## src/rtl/clkOePkg.sv

```systemverilog
package clkOePkg;
  typedef struct packed {
    logic shiftIn;
    logic commit;
    logic loadTx;
    logic shiftTx;
  } dpStrobes_t;

  typedef enum logic [2:0] {
    ST_IDLE,
    ST_ADDR,
    ST_ADDR_ACK,
    ST_WR_DATA,
    ST_WR_ACK,
    ST_RD_DATA,
    ST_RD_ACK,
    ST_IGNORE
  } busState_t;
endpackage

```

## src/rtl/clkOeSync.sv

```systemverilog
module clkOeSync #(
  parameter int STAGES = 2,
  parameter int LINES  = 2
) (
  input  logic             clk,
  input  logic             rstN,
  input  logic [LINES-1:0] rawIn,
  output logic [LINES-1:0] syncOut
);
  logic [LINES-1:0] chain [STAGES];

  // Bus lines idle high, so the chain resets to 1.
  generate
    for (genvar s = 0; s < STAGES; s++) begin : g_stage
      if (s == 0) begin : g_first
        always_ff @(posedge clk or negedge rstN)
          if (!rstN) chain[s] <= '1;
          else       chain[s] <= rawIn;
      end else begin : g_rest
        always_ff @(posedge clk or negedge rstN)
          if (!rstN) chain[s] <= '1;
          else       chain[s] <= chain[s-1];
      end
    end
  endgenerate

  assign syncOut = chain[STAGES-1];
endmodule

```

## src/rtl/clkOeData.sv

```systemverilog
module clkOeData
  import clkOePkg::*;
#(
  parameter int NUM_OUT = 8
) (
  input  logic               clk,
  input  logic               rstN,
  input  dpStrobes_t         strb,
  input  logic               sdaS,
  output logic [NUM_OUT-1:0] rxByte,
  output logic               txMsb,
  output logic [NUM_OUT-1:0] outEnable,
  output logic [NUM_OUT-1:0] outHiZ
);
  logic [NUM_OUT-1:0] rxShift;
  logic [NUM_OUT-1:0] cfgReg;
  logic [NUM_OUT-1:0] txShift;

  always_ff @(posedge clk or negedge rstN) begin
    if (!rstN) begin
      rxShift <= '0;
      cfgReg  <= '0;
      txShift <= '0;
    end else begin
      if (strb.shiftIn) rxShift <= {rxShift[NUM_OUT-2:0], sdaS};
      if (strb.commit)  cfgReg  <= rxShift;
      if (strb.loadTx)       txShift <= cfgReg;
      else if (strb.shiftTx) txShift <= {txShift[NUM_OUT-2:0], 1'b0};
    end
  end

  assign rxByte = rxShift;
  assign txMsb  = txShift[NUM_OUT-1];

  generate
    for (genvar i = 0; i < NUM_OUT; i++) begin : g_out
      assign outHiZ[i]    = cfgReg[i];
      assign outEnable[i] = ~cfgReg[i];
    end
  endgenerate
endmodule

```

## src/rtl/clkOeCtrl.sv

```systemverilog
module clkOeCtrl
  import clkOePkg::*;
#(
  parameter int           NUM_OUT    = 8,
  parameter int           STRAP_BITS = 2,
  parameter logic [6-STRAP_BITS:0] DEV_PREFIX = 5'b11010
) (
  input  logic                  clk,
  input  logic                  rstN,
  input  logic                  sclS,
  input  logic                  sdaS,
  input  logic [STRAP_BITS-1:0] strap,
  input  logic [NUM_OUT-1:0]    rxByte,
  input  logic                  txMsb,
  output dpStrobes_t            strb,
  output logic                  sdaOe,
  output busState_t             state
);
  localparam int CNT_W = $clog2(NUM_OUT + 1);
  localparam logic [CNT_W-1:0] LAST_BIT = CNT_W'(NUM_OUT);

  logic             sclPrev, sdaPrev, isRead;
  logic [CNT_W-1:0] bitCnt;
  busState_t        nextState;
  logic [CNT_W-1:0] nextCnt;
  logic             nextRead;
  logic             sclRise, sclFall, startSeen, stopSeen, addrHit;

  always_comb begin
    sclRise   = sclS & ~sclPrev;
    sclFall   = ~sclS & sclPrev;
    startSeen = sclS & sclPrev & sdaPrev & ~sdaS;
    stopSeen  = sclS & sclPrev & ~sdaPrev & sdaS;
    addrHit   = rxByte[7:1] == {DEV_PREFIX, strap};
  end

  always_comb begin
    nextState = state;
    nextCnt   = bitCnt;
    nextRead  = isRead;
    strb      = '0;
    if (startSeen) begin
      nextState = ST_ADDR;
      nextCnt   = '0;
    end else if (stopSeen) begin
      nextState = ST_IDLE;
    end else begin
      unique case (state)
        ST_ADDR, ST_WR_DATA: begin
          if (sclRise) begin
            strb.shiftIn = 1'b1;
            nextCnt      = bitCnt + 1'b1;
          end else if (sclFall && bitCnt == LAST_BIT) begin
            if (state == ST_WR_DATA) begin
              strb.commit = 1'b1;
              nextState   = ST_WR_ACK;
            end else if (addrHit) begin
              nextRead  = rxByte[0];
              nextState = ST_ADDR_ACK;
            end else begin
              nextState = ST_IGNORE;
            end
          end
        end
        ST_ADDR_ACK: if (sclFall) begin
          nextCnt = '0;
          if (isRead) begin
            strb.loadTx = 1'b1;
            nextState   = ST_RD_DATA;
          end else begin
            nextState = ST_WR_DATA;
          end
        end
        ST_RD_DATA: begin
          if (sclRise) nextCnt = bitCnt + 1'b1;
          else if (sclFall) begin
            if (bitCnt == LAST_BIT) nextState = ST_RD_ACK;
            else strb.shiftTx = 1'b1;
          end
        end
        ST_WR_ACK, ST_RD_ACK: if (sclFall) nextState = ST_IGNORE;
        default: ;
      endcase
    end
  end

  always_ff @(posedge clk or negedge rstN) begin
    if (!rstN) begin
      sclPrev <= 1'b1;
      sdaPrev <= 1'b1;
      state   <= ST_IDLE;
      bitCnt  <= '0;
      isRead  <= 1'b0;
    end else begin
      sclPrev <= sclS;
      sdaPrev <= sdaS;
      state   <= nextState;
      bitCnt  <= nextCnt;
      isRead  <= nextRead;
    end
  end

  assign sdaOe = (state == ST_ADDR_ACK) || (state == ST_WR_ACK) ||
                 ((state == ST_RD_DATA) && !txMsb);
endmodule

```

## src/rtl/clkOeSlave.sv

```systemverilog
module clkOeSlave
  import clkOePkg::*;
#(
  parameter int NUM_OUT     = 8,
  parameter int STRAP_BITS  = 2,
  parameter int SYNC_STAGES = 2,
  parameter logic [6-STRAP_BITS:0] DEV_PREFIX = 5'b11010
) (
  input  logic                  clk,
  input  logic                  rstN,
  input  logic [STRAP_BITS-1:0] strap,
  input  logic                  sclIn,
  input  logic                  sdaIn,
  output logic                  sdaOe,
  output logic [NUM_OUT-1:0]    outEnable,
  output logic [NUM_OUT-1:0]    outHiZ
);
  logic [1:0]         busSync;
  logic               sclSync, sdaSync, txMsb;
  logic [NUM_OUT-1:0] rxByte;
  dpStrobes_t         strb;
  busState_t          busState;

  clkOeSync #(.STAGES(SYNC_STAGES), .LINES(2)) u_sync (
    .clk(clk), .rstN(rstN), .rawIn({sclIn, sdaIn}), .syncOut(busSync));

  assign sclSync = busSync[1];
  assign sdaSync = busSync[0];

  clkOeCtrl #(.NUM_OUT(NUM_OUT), .STRAP_BITS(STRAP_BITS), .DEV_PREFIX(DEV_PREFIX)) u_ctrl (
    .clk(clk), .rstN(rstN), .sclS(sclSync), .sdaS(sdaSync), .strap(strap),
    .rxByte(rxByte), .txMsb(txMsb), .strb(strb), .sdaOe(sdaOe), .state(busState));

  clkOeData #(.NUM_OUT(NUM_OUT)) u_data (
    .clk(clk), .rstN(rstN), .strb(strb), .sdaS(sdaSync), .rxByte(rxByte),
    .txMsb(txMsb), .outEnable(outEnable), .outHiZ(outHiZ));
endmodule

```

## config.mk

```make
export PLATFORM = sky130hd
export DESIGN_NAME = clkOeSlave
export DESIGN_NICKNAME = d
export VERILOG_FILES = /design/src/rtl/clkOePkg.sv /design/src/rtl/clkOeSync.sv /design/src/rtl/clkOeData.sv /design/src/rtl/clkOeCtrl.sv /design/src/rtl/clkOeSlave.sv
export SDC_FILE = /design/constraint.sdc
export NUM_CORES = 1
export LEC_CHECK = 0
export ABC_AREA = 0
export BUFFER_PORTS_ARGS = -buffer_cell sky130_fd_sc_hd__buf_2
export CORE_ASPECT_RATIO = 1.75
export CORE_UTILIZATION = 54
export CTS_BUF_LIST = sky130_fd_sc_hd__clkbuf_4 sky130_fd_sc_hd__clkbuf_8
export CTS_CLUSTER_SIZE = 25
export DETAILED_ROUTE_END_ITERATION = 12
export PLACE_DENSITY = 0.78
export SLEW_MARGIN = 0
export SYNTH_ARGS = -nofsm -noshare
export SYNTH_HDL_FRONTEND = slang
export SYNTH_SLANG_ARGS = --single-unit
```

## constraint.sdc

```tcl
create_clock -name clk -period 1.85 [get_ports clk]
set_input_delay 0.37 -clock clk [delete_from_list [all_inputs] [get_ports clk]]
set_output_delay 0.37 -clock clk [all_outputs]
set_load 0.01 [all_outputs]
```

Word level (Yosys, flattened, before mapping) --
Cells that the tools add are included.
Storage, ports and cells: register bits 38, input port bits 6, output and inout port bits 17, word-level logic and storage cells 100
Operators by class: $add $sub $neg 1, eq/ne operators 18, mux-type cells 34, bitwise operators 23, reduce and logical (&&, ||, !) cells 14
Operator list (number):
- $mux 3 | 12
- $mux 4 | 6
- $ne 4x1->1 const B | 5
- $mux 8 | 2
- $not 1->1 | 16
- $pmux 3 s4 | 1
- $mux 1 | 11
- $eq 3x3->1 const B | 3
- $ne 4x4->1 const B | 2
- $pmux 4 s2 | 1
- $reduce_and 8->1 | 1
- $and 1x1->1 | 7
- $eq 7x7->1 | 1
- $reduce_and 7->1 | 1
- $eq 3x2->1 const B | 2
- $ne 3x1->1 const B | 2
- $reduce_bool 6->1 | 1
- $add 4x1->4 const B | 1
- $eq 4x4->1 const B | 1
- $reduce_and 4->1 | 1
- $reduce_or 2->1 | 2
- $eq 3x1->1 const B | 1
- $reduce_bool 3->1 | 1
- $reduce_or 3->1 | 1
- other kinds (6) | 8

Longest topological paths before layout --
Gate-level depths: netlist (run 1).
depth after elaboration 10, gate-level depth with buffers 9, depth with buffers taken out 7

Cells and area by module --
A second synthesis (run 1) with hierarchy kept.
Unflattened totals: cell total of the unflattened synthesis 168, area total of the unflattened synthesis 1813.0 µm²
Modules (own cells, without submodules):
- clkOeData | instances 1, cells each 84, area an instance 1016.0 µm², seq. area each 600.6 µm²
- clkOeCtrl | instances 1, cells each 78, area an instance 676.9 µm², seq. area each 252.7 µm²
- clkOeSync | instances 1, cells each 6, area an instance 120.1 µm², seq. area each 105.1 µm²

Worst setup path before layout (run 1) --
No wires, ideal clock.
kind register to register, from register u_ctrl.state[2], to register u_ctrl.isRead, library setup time 125 ps, arrival 1800 ps, required time 1725 ps, setup slack -75 ps, cell stages (with the launch flop) 9, path buffers 1, clock period less this slack 1925 ps, cell sequence dfrtp_1 > buf_2 > inv_2 > ha_1 > inv_1 > or3_4 > nor3_2 > nand2_1 > mux2_4
Between the ends: word-level cells in the longest chain between the ends 3, elaborated cells between the ends (all ways) 5, those cells by class eq/ne (2); bitwise (1); reduce/logical (2)
RTL lines:
- from (decl) | RTL line clkOeCtrl.sv:17 | output busState_t state
- from (signal assigned) | RTL line clkOeCtrl.sv:97 | state <= nextState;
- $eq 3x1->1 / $eq 3x2->1 (equally long branches) | RTL line clkOeCtrl.sv:48, clkOeCtrl.sv:54
- $reduce_or 2->1 / $not 1->1 (equally long branches)
- $reduce_and 7->1 (no line) (*)
- to (signal assigned) | RTL line clkOeCtrl.sv:99 | isRead <= nextRead;
- to (decl) | RTL line clkOeCtrl.sv:22 | logic sclPrev, sdaPrev, isRead;
Mark *: on every way between the ends. The rest lies on a longest branch, timed or not. A chain may end at the register's enable or synchronous reset.

Worst setup path in the final report (run 1) --
from register u_ctrl.bitCnt[0], to register u_ctrl.isRead
Between the ends: word-level cells in the longest chain between the ends 3
RTL lines:
- from (decl) | RTL line clkOeCtrl.sv:23 | logic [CNT_W-1:0] bitCnt;
- from (signal assigned) | RTL line clkOeCtrl.sv:98 | bitCnt <= nextCnt;
- $eq 4x4->1 | RTL line clkOeCtrl.sv:53 | end else if (sclFall && bitCnt == LAST_BIT) begin
- $logic_and 1x1->1 | RTL line clkOeCtrl.sv:53
- $reduce_and 7->1 (no line)
No other way between the ends.

==> results of run 1 <==
==> final timing paths <==
check / to / slack, ns / cells after the start
setup / recovery: u_ctrl.isRead / 0.06 / 7
hold / removal: u_data.rxByte[5] / 0.15 / 1
setup reg to reg: u_ctrl.isRead / 0.06 / 7
hold reg to reg: u_sync.syncOut[1] / 0.36 / 0
max in group asynchronous: u_data.rxByte[4] / 1.16 / 2
min in group clk: u_sync.chain[3] / 0.18 / 1
==> metal layers <==
metal | wire length (um) | track usage (%) | vias up
li1 | - | - | 696
met1 | 1570 | 27.8 | 745
met2 | 2510 | 46.8 | 49
met3 | 156 | 3.62 | 16
met4 | 159 | 16.5 | 0
met5 | 0 | 0 | -
==> cell usage after synthesis (2+ instances only) <==
cell type | count | area share (%)
dfrtp_1 | 32 | 43
nand2_1 | 25 | 5.0
o21ai_0 | 19 | 5.1
inv_1 | 15 | 3.0
mux2i_1 | 9 | 4.8
mux2_2 | 8 | 4.8
nor2_1 | 7 | 1.4
dfstp_2 | 6 | 8.5
o21ai_1 | 6 | 1.6
buf_2 | 5 | 1.3
nand3_1 | 5 | 1.3
ha_1 | 4 | 2.7
nand3b_1 | 3 | 1.2
xor2_1 | 3 | 1.4
a22o_1 | 2 | 0.94
a22oi_1 | 2 | 0.81
and2b_2 | 2 | 0.94
and3_1 | 2 | 0.67
o311a_1 | 2 | 1.1
o31ai_1 | 2 | 0.81
==> metrics by stage <==
| step | std cells | cell area [um2] |
|---|---|---|
| 4_1_cts | 258 | 2200 |
| 5_1_grt | 262 | 2260 |
| 2_1_floorplan | 179 | 1870 |
| 3_3_place_gp | 250 | 2090 |
| 3_5_place_dp | 250 | 2090 |
| 6_report | 262 | 2260 |
==> report_power, final <==
group          switching [uW]  total (uW)  leakage [uW]  internal [uW]
combinational             483         999      0.000506            516
sequential                175        1150      0.000493            970
clock                     265         576     0.0000498            311
==> logic make-up after synthesis <==
| logic type | after synthesis | synth area share [%] |
|---|---|---|
| DFF | 38 | 51.5 |
| buffers and inverters | 22 | 5.17 |
| and+or+nand+nor | 56 | 16.5 |
| AOI/OAI and AO/OA | 37 | 11.8 |
| xor gates and xnor gates | 4 | 1.88 |
| muxes | 18 | 10.5 |
| adders and majority gates | 4 | 2.69 |
==> state kept, by name, indices dropped and copies added, names as in the netlist <==
register / count
u_ctrl.bitCnt: 4
u_ctrl.isRead: 1
u_ctrl.sclPrev: 1
u_ctrl.sdaPrev: 1
u_ctrl.state: 3
u_data.outHiZ: 8
u_data.rxByte: 8
u_data.txShift: 8
u_sync.chain: 2
u_sync.syncOut: 2
==> layout make-up <==
type / count / area, um2
fillers: 246 / 950
flip-flops and latches: 38 / 961
inverters: 16 / 60.1
repair buffers: 38 / 260
clock buffers: 8 / 91.3
multi-input cells: 119 / 833
well taps: 43 / 53.8
==> cells in the final DEF (no fill, tap or decap), drive strengths merged, types with 5 or more instances in the layout <==
cell	instances
dfrtp	32
o21ai	25
nand3	5
dfstp	6
mux2i	9
nor2	7
inv	16
mux2	9
nand2	25
buf	38
clkbuf	8
==> what timing repair did <==
item,CTS,global route
resized for setup,3,8
setup buffers,0,4
setup endpoints to repair,7,13
pin swaps,0,1
==> metrics, run 1 <==
IO Count=23; nets=228; Clk Latency, worst-skew pair=0.28 ns; Relative slew margins=49.9%; final wirelength=4400 um; Peak VDD IR=0.777 mV; Layout Skew=0.00586 ns; die width=46.4 um; fraction of layout cells with a size suffix above 1=34.7%; core area=3210 um2; Finished Core Util=70.4%; HPWL after DPL=3230 um; Distinct cells, synth=40; run status=completed; highest clock rate=0.557 GHz; Final Hold Fails=0; port bufs=22; initial antenna violation count=0; dpl ws=-0.0963 ns; crit path launch=u_ctrl.bitCnt[0]; top_reg_cell synth=dfrtp_1; asr flop ratio synth=100%; final setup TNS=0 ns; Initial Util=58.0%; Reg clk slew, reported paths=0.07 ns; register bit total from synthesis=38; pin count of the biggest net entering global routing=35; yosys warns=0; WL/cell=16.8 um; Top delay family on crit path=simple AND/OR/NAND/NOR gates; DR pass1 iterations=5; Hold Path Class=in2async; Final Max Slew Viols=0; routed vias=1506; Setup WS post-layout=0.0553 ns; Final Total Pwr=2720 uW; ant diodes=0; crit path cell chain=inv_2, ha_1, nand3b_1, or3_4, nor3_2, nand2_1, mux2_4; P_leak=0.00105 uW; 1st-iter DRT viols=39; Critical Path End Type=flip-flop; # setup viols final=0; vias in the first global route=1496; critical path fanouts, max=5; Post-CTS Hold Fix Bufs=0; Mapped Avg Cell Area=10.4 um2; row cnt=27; Max clock buf depth=2; Worst Setup Start Kind=flip-flop; Net Count, Synth=189; Worst Path Arrival=1.97 ns; global placer's final weighted congestion=0.986; Residual DRC=0; hold slack=0.149 ns; WS Path Type=reg2reg; post-route ant nets=0; fin crit period=1.79 ns; DIE HEIGHT=79.7 um; Largest stage delay, worst path=0.42 ns; # H-tree levels=2; sequential area share after synthesis=51.5%; area growth from synthesis to layout=21.4%; worst r2r src=u_ctrl.bitCnt[0]; Clock Sinks=38; Tcrit/Tclk final=97.0%; CP required=2.02 ns; first-pass GRT wire length=6760 um; RSZ-0062 raised after global routing=yes; max cap viols=0; total grt overflow=0; CTS buffer count=5; CTS tree=built; Synth Instances=179; Cell Pwr Density=1200 nW/um2; EDFF count, synth=0; vias per cell=5.75; Crit-path slowest cell=dfrtp_1; Synth Cell Area=1860 um2; worst path bufs/invs=1; Root Driver=clkbuf_8; Total GRT Usage=26.7%; Tightest Pin Transition=0.751 ns; Die ar.=3700 um2
(Power assumes the default switching activity.)
==> inputs of run 2 (changes only) <==
--- a/config.mk
+++ b/config.mk
@@ -7,7 +7,6 @@
 export LEC_CHECK = 0
 export ABC_AREA = 0
 export BUFFER_PORTS_ARGS = -buffer_cell sky130_fd_sc_hd__buf_2
-export CORE_ASPECT_RATIO = 1.75
 export CORE_UTILIZATION = 54
 export CTS_BUF_LIST = sky130_fd_sc_hd__clkbuf_4 sky130_fd_sc_hd__clkbuf_8
 export CTS_CLUSTER_SIZE = 25
==> metrics, run 2 (synthesis results as in run 1) <==
run status=completed (unchanged); fin crit period=1.82 ns (was 1.79 ns); CP required=2.09 ns (was 2.02 ns); row cnt=20 (was 27); Final Total Pwr=2650 uW (was 2720 uW); worst r2r src=u_ctrl.bitCnt[0] (unchanged); Clk Latency, worst-skew pair=0.35 ns (was 0.28 ns); vias in the first global route=1431 (was 1496); dpl ws=0.0154 ns (was -0.0963 ns); DIE HEIGHT=60.7 um (was 79.7 um); total grt overflow=0 (unchanged); critical path fanouts, max=5 (unchanged); Final Hold Fails=0 (unchanged); Relative slew margins=49.6% (was 49.9%); Layout Skew=0.0171 ns (was 0.00586 ns); Residual DRC=0 (unchanged); Root Driver=clkbuf_4 (was clkbuf_8); final wirelength=4180 um (was 4400 um); highest clock rate=0.548 GHz (was 0.557 GHz); Total GRT Usage=25.3% (was 26.7%); Reg-to-Reg End=u_ctrl.isRead (unchanged); Fill cells=235 (was 246); area growth from synthesis to layout=18.5% (was 21.4%); initial antenna violation count=0 (unchanged); Max clock buf depth=2 (unchanged); Peak VDD IR=0.687 mV (was 0.777 mV); P_leak=0.00103 uW (was 0.00105 uW); global placer's final weighted congestion=0.887 (was 0.986); Largest stage delay, worst path=0.44 ns (was 0.42 ns); pin count of the biggest net entering global routing=36 (was 35); Die ar.=3690 um2 (was 3700 um2); CTS tree=built (unchanged); IO Count=23 (unchanged); vias per cell=5.53 (was 5.75); nets=227 (was 228); most common cell after layout, fill and taps aside=dfrtp_1 (unchanged); Clock Sinks=38 (unchanged); crit path cell chain=inv_1, ha_1, nand3b_1, or3_4, nor3_2, nand2_1, mux2_4 (was inv_2, ha_1, nand3b_1, or3_4, nor3_2, nand2_1, mux2_4); max cap viols=0 (unchanged); crit path launch=u_ctrl.bitCnt[0] (unchanged); ant diodes=0 (unchanged); Finished Core Util=70.0% (was 70.4%); Setup WS post-layout=0.0267 ns (was 0.0553 ns); WS Path Type=reg2reg (unchanged); Tcrit/Tclk final=98.6% (was 97.0%); # H-tree levels=2 (unchanged); Hold Path Class=in2async (unchanged); first-pass GRT wire length=6620 um (was 6760 um); Critical Path End Type=flip-flop (unchanged); core area=3150 um2 (was 3210 um2); Crit-path slowest cell=dfrtp_1 (unchanged); # setup viols final=0 (unchanged); Top delay family on crit path=simple AND/OR/NAND/NOR gates (unchanged); register area=960 um2 (was 961 um2); 1st-iter DRT viols=92 (was 39); worst path bufs/invs=1 (unchanged); DR pass1 iterations=5 (unchanged); Reg clk slew, reported paths=0.13 ns (was 0.07 ns); commonest cells after routing, fill and taps aside=dfrtp_1 (31), nand2_1 (25), buf_2 (21), o21ai_0 (19), inv_1 (15) (was dfrtp_1 (30), nand2_1 (25), buf_2 (21), o21ai_0 (19), inv_1 (14)); final setup TNS=0 ns (unchanged); Tightest Pin Transition=0.756 ns (was 0.751 ns); R2R depth=7 (unchanged); Initial Util=59.0% (was 58.0%); die width=60.7 um (was 46.4 um); Worst Path Arrival=2.06 ns (was 1.97 ns); multi-input logic area=823 um2 (was 833 um2); Final Max Slew Viols=0 (unchanged); CTS buffer count=5 (unchanged); post-route ant nets=0 (unchanged); Worst Setup Start Kind=flip-flop (unchanged); fraction of layout cells with a size suffix above 1=33.0% (was 34.7%); WL/cell=16.0 um (was 16.8 um); Cell Pwr Density=1200 nW/um2 (about the same); R2R Setup Slk=0.03 ns (was 0.06 ns); routed vias=1450 (was 1506); port bufs=22 (unchanged); RSZ-0062 raised after global routing=yes (unchanged); HPWL after DPL=2870 um (was 3230 um)
==> run 2: repair_timing <==
action,4_1_cts,5_1_grt
buffers inserted,0,5
hold buffers,0,0
pin swaps,0,4
setup endpoints to repair,4,2
resized for setup,2,5
==> run 2: layer usage <==
metal  up-vias  part of all wire [%]  GRT usage (%)
met5         -                     0              0
met3         7                   6.1           6.40
met2        56                    51           43.8
met4         0                   1.3           8.12
met1       695                    41           31.3
li1        692                     -              -
==> run 2: power breakdown <==
part | leakage, uW | total (uW) | switching (uW) | internal, uW
registers | 0.000494 | 1120 | 154 | 967
clock network | 0.0000279 | 445 | 282 | 163
logic | 0.000511 | 1080 | 547 | 535
==> run 2: metrics by stage <==
stage	instances	instance area (um2)	hold WS (ns)
2_1_floorplan	179	1870	0.0744
3_3_place_gp	249	2080	0.347
3_5_place_dp	249	2080	0.348
4_1_cts	257	2150	0.0903
5_1_grt	262	2210	0.0859
6_report	262	2210	0.0757
==> run 2: layout make-up <==
class                      instances  share of cell area (%)
clock inverter                     2                   0.680
timing repair buffer              37                    11.3
clock buffer                       6                    2.04
sequential                        38                    43.5
tap                               44                    2.49
inverter                          16                    2.72
multi-input combinational        119                    37.3
==> run 2: worst max path at each step <==
| stage | to | cells past startpoint |
|---|---|---|
| after floorplan | u_ctrl.isRead | 8 |
| after global placement | u_ctrl.isRead | 7 |
| after detailed placement | u_data.txShift[3] | 4 |
| after CTS | sdaOe | 4 |
| after global routing | u_ctrl.isRead | 7 |
| final | u_ctrl.isRead | 7 |
==> inputs of run 3 (changes only) <==
--- a/config.mk
+++ b/config.mk
@@ -7,12 +7,13 @@
 export LEC_CHECK = 0
 export ABC_AREA = 0
 export BUFFER_PORTS_ARGS = -buffer_cell sky130_fd_sc_hd__buf_2
-export CORE_UTILIZATION = 54
+export CORE_UTILIZATION = 53
 export CTS_BUF_LIST = sky130_fd_sc_hd__clkbuf_4 sky130_fd_sc_hd__clkbuf_8
 export CTS_CLUSTER_SIZE = 25
 export DETAILED_ROUTE_END_ITERATION = 12
-export PLACE_DENSITY = 0.78
+export PLACE_DENSITY = 0.77
 export SLEW_MARGIN = 0
 export SYNTH_ARGS = -nofsm -noshare
 export SYNTH_HDL_FRONTEND = slang
+export SYNTH_HIERARCHICAL = 1
 export SYNTH_SLANG_ARGS = --single-unit
==> metrics, run 3 <==
Hold Path Stages=1; Relative slew margins=66.3% (was 49.6%); P_leak=0.000954 uW (was 0.00103 uW); area leader, netlist=dfrtp_1 (unchanged); DIE HEIGHT=60.5 um (was 60.7 um); total grt overflow=0 (unchanged); Hold Path Class=in2reg (was in2async); metal3 WL=156 um (was 254 um); Net Count, Synth=176 (was 189); asr flop ratio synth=100% (unchanged); Tightest Pin Transition=0.504 ns (was 0.756 ns); row cnt=20 (unchanged); Final Hold Fails=0 (unchanged); Reg clk slew, reported paths=0.11 ns (was 0.13 ns); ant diodes=0 (unchanged); R2R Setup Slk=0.03 ns (about the same); HPWL after DPL=2530 um (was 2870 um); most common cell after layout, fill and taps aside=dfrtp_1 (unchanged); Root Driver=clkbuf_4 (unchanged); Largest stage delay, worst path=0.55 ns (was 0.44 ns); Max clock buf depth=2 (unchanged); EDFF count, synth=0 (unchanged); routed vias=1317 (was 1450); Initial Util=57.5% (was 59.0%); commonest cells after routing, fill and taps aside=dfrtp_1 (31), nand2_1 (23), buf_2 (22), o21ai_0 (13), inv_1 (11) (was dfrtp_1 (31), nand2_1 (25), buf_2 (21), o21ai_0 (19), inv_1 (15)); highest metal used=met4 (unchanged); most common cell in the netlist=dfrtp_1 (unchanged); CTS buffer count=5 (unchanged); critical path fanouts, max=5 (unchanged); routed wl met2=1640 um (was 2150 um); run status=completed (unchanged); Post-DP Area=2000 um2 (was 2080 um2); port bufs=22 (unchanged); # setup viols final=0 (unchanged); R2R depth=4 (was 7); Residual DRC=0 (unchanged); Reg-to-Reg End=u_ctrl/isRead (was u_ctrl.isRead); CTS tree=built (unchanged); Crit-path slowest cell=dfstp_2 (was dfrtp_1); DR pass1 iterations=4 (was 5); Distinct cells, synth=43 (was 40); RSZ-0062 raised after global routing=yes (unchanged); Clk Latency, worst-skew pair=0.34 ns (was 0.35 ns); Peak VDD IR=0.595 mV (was 0.687 mV); hold slack=0.138 ns (was 0.0757 ns); Worst Hold Path EP=u_sync/chain[3]; DP Cell Count=234 (was 249); sequential area share after synthesis=52.9% (was 51.5%); WL/cell=14.2 um (was 16.0 um); Clock Sinks=38 (unchanged); Synth area leaders=dfrtp_1 (44%), dfstp_2 (8.7%), mux2_4 (6.6%) (was dfrtp_1 (43%), dfstp_2 (8.5%), o21ai_0 (5.1%)); worst path bufs/invs=0 (was 1); final std cells w/o fill=244 (was 262); met1 WL=1620 um (was 1730 um); register bit total from synthesis=38 (unchanged); # H-tree levels=2 (unchanged); 1st-iter DRT viols=70 (was 92); Hold Startpoint=sclIn; vias per cell=5.40 (was 5.53); Worst Path Arrival=2.05 ns (was 2.06 ns); Finished Core Util=66.7% (was 70.0%); Synth Cell Area=1810 um2 (was 1860 um2); top_reg_cell synth=dfrtp_1 (unchanged); WS Path Type=reg2reg (unchanged); crit path cell chain=and2b_1, or4b_4, nor3_4, mux2_1 (was inv_1, ha_1, nand3b_1, or3_4, nor3_2, nand2_1, mux2_4); Layout Skew=0.0184 ns (was 0.0171 ns); Tcrit/Tclk final=98.2% (was 98.6%); Total GRT Usage=21.3% (was 25.3%); max cap viols=0 (unchanged); Synth top area share=44.2% (was 43.0%); fin crit period=1.82 ns (about the same); Post-synth top cells=dfrtp_1 (32), nand2_1 (23), o21ai_0 (13) (was dfrtp_1 (32), nand2_1 (25), o21ai_0 (19)); Mapped Avg Cell Area=10.8 um2 (was 10.4 um2); Fill cells=260 (was 235); Die ar.=3660 um2 (was 3690 um2); fraction of layout cells with a size suffix above 1=31.0% (was 33.0%); global placer's final weighted congestion=0.833 (was 0.887); Final Max Slew Viols=0 (unchanged); Final Cell Area=2100 um2 (was 2210 um2); yosys warns=6 (was 0); worst r2r src=u_ctrl/sclPrev (was u_ctrl.bitCnt[0]); nets=207 (was 227); highest clock rate=0.550 GHz (was 0.548 GHz); Worst Setup Start Kind=flip-flop (unchanged); final wirelength=3460 um (was 4180 um); first-pass GRT wire length=5660 um (was 6620 um); Synth Instances=168 (was 179); Cell Pwr Density=1070 nW/um2 (was 1200 nW/um2); IO Count=23 (unchanged); post-route ant nets=0 (unchanged); core area=3150 um2 (unchanged); Critical Path End Type=flip-flop (unchanged); area growth from synthesis to layout=16.0% (was 18.5%); initial antenna violation count=0 (unchanged); vias in the first global route=1226 (was 1431); Top delay family on crit path=simple AND/OR/NAND/NOR gates (unchanged); die width=60.5 um (was 60.7 um); pin count of the biggest net entering global routing=22 (was 36); CP required=2.08 ns (was 2.09 ns)
-- run 3: worst max-delay path by stage --
| stage | from | end | slack [ns] | depth (start not counted) |
|---|---|---|---|---|
| CTS | u_ctrl/bitCnt[0] | u_ctrl/isRead | 0.02 | 6 |
| global placement | u_ctrl/bitCnt[0] | u_data/txShift[3] | -0.03 | 7 |
| finish | u_ctrl/sclPrev | u_ctrl/isRead | 0.03 | 4 |
| global route | u_ctrl/bitCnt[0] | u_ctrl/isRead | -0.05 | 6 |
| floorplan | u_ctrl/sclPrev | u_ctrl/isRead | 0.02 | 4 |
| detailed placement | u_ctrl/sclPrev | u_data/txShift[2] | -0.08 | 5 |
-- run 3: final cells by class --
class / instances / area [um2] / area share, %
timing repair buffer: 33 / 220 / 10.5
inverter: 12 / 45.0 / 2.14
multi-input combinational: 109 / 757 / 36.0
clock buffer: 8 / 66.3 / 3.15
tap: 44 / 55.1 / 2.62
sequential: 38 / 960 / 45.6
-- run 3: kinds of logic (layout without fill, tap and decap cells) --
group / count (synthesis) / in the layout / share of synthesized area, %
AO/OA/AOI/OAI: 38 / 38 / 12.9
XOR/XNOR: 4 / 4 / 1.93
adder cells (fa/ha/maj): 2 / 2 / 1.38
buffers and inverters: 21 / 53 / 6.56
flip-flops: 38 / 38 / 52.9
multiplexers: 16 / 16 / 11.1
AND/OR/NAND/NOR: 49 / 49 / 13.3
-- run 3: timing repair --
item / CTS / global route
hold endpoints to repair: 11 / 0
hold buffers: 1 / 0
setup endpoints to repair: 9 / 11
pin swaps: 1 / 1
buffers inserted: 0 / 1
resized for setup: 3 / 2
-- run 3: worst register-to-register path: stages (launching register included) --
cell,delay [ns]
dfstp_2,0.55
and2b_1,0.19
or4b_4,0.51
nor3_4,0.13
mux2_1,0.33
-- run 3: routing by layer --
layer  GRT usage (%)  up-vias
met3            5.12        6
met5               0        -
met4            7.14        0
met2            33.9       33
li1                -      640
met1            28.9      638
-- run 3: through the flow --
step                      TNS [ns]  setup WS, ns  power (uW)
after floorplan                  0        0.0162        1580
after global placement      -0.168       -0.0265        1730
after detailed placement    -0.448       -0.0808        1780
after CTS                        0        0.0218        2250
after global routing        -0.203       -0.0548        2400
final                            0        0.0326        2260
-- run 3: where the power goes --
| group | leakage [uW] | total (uW) | switching (uW) | internal, uW |
|---|---|---|---|---|
| clock | 0.0000394 | 476 | 259 | 217 |
| combinational | 0.000421 | 626 | 286 | 340 |
| sequential | 0.000494 | 1160 | 184 | 974 |
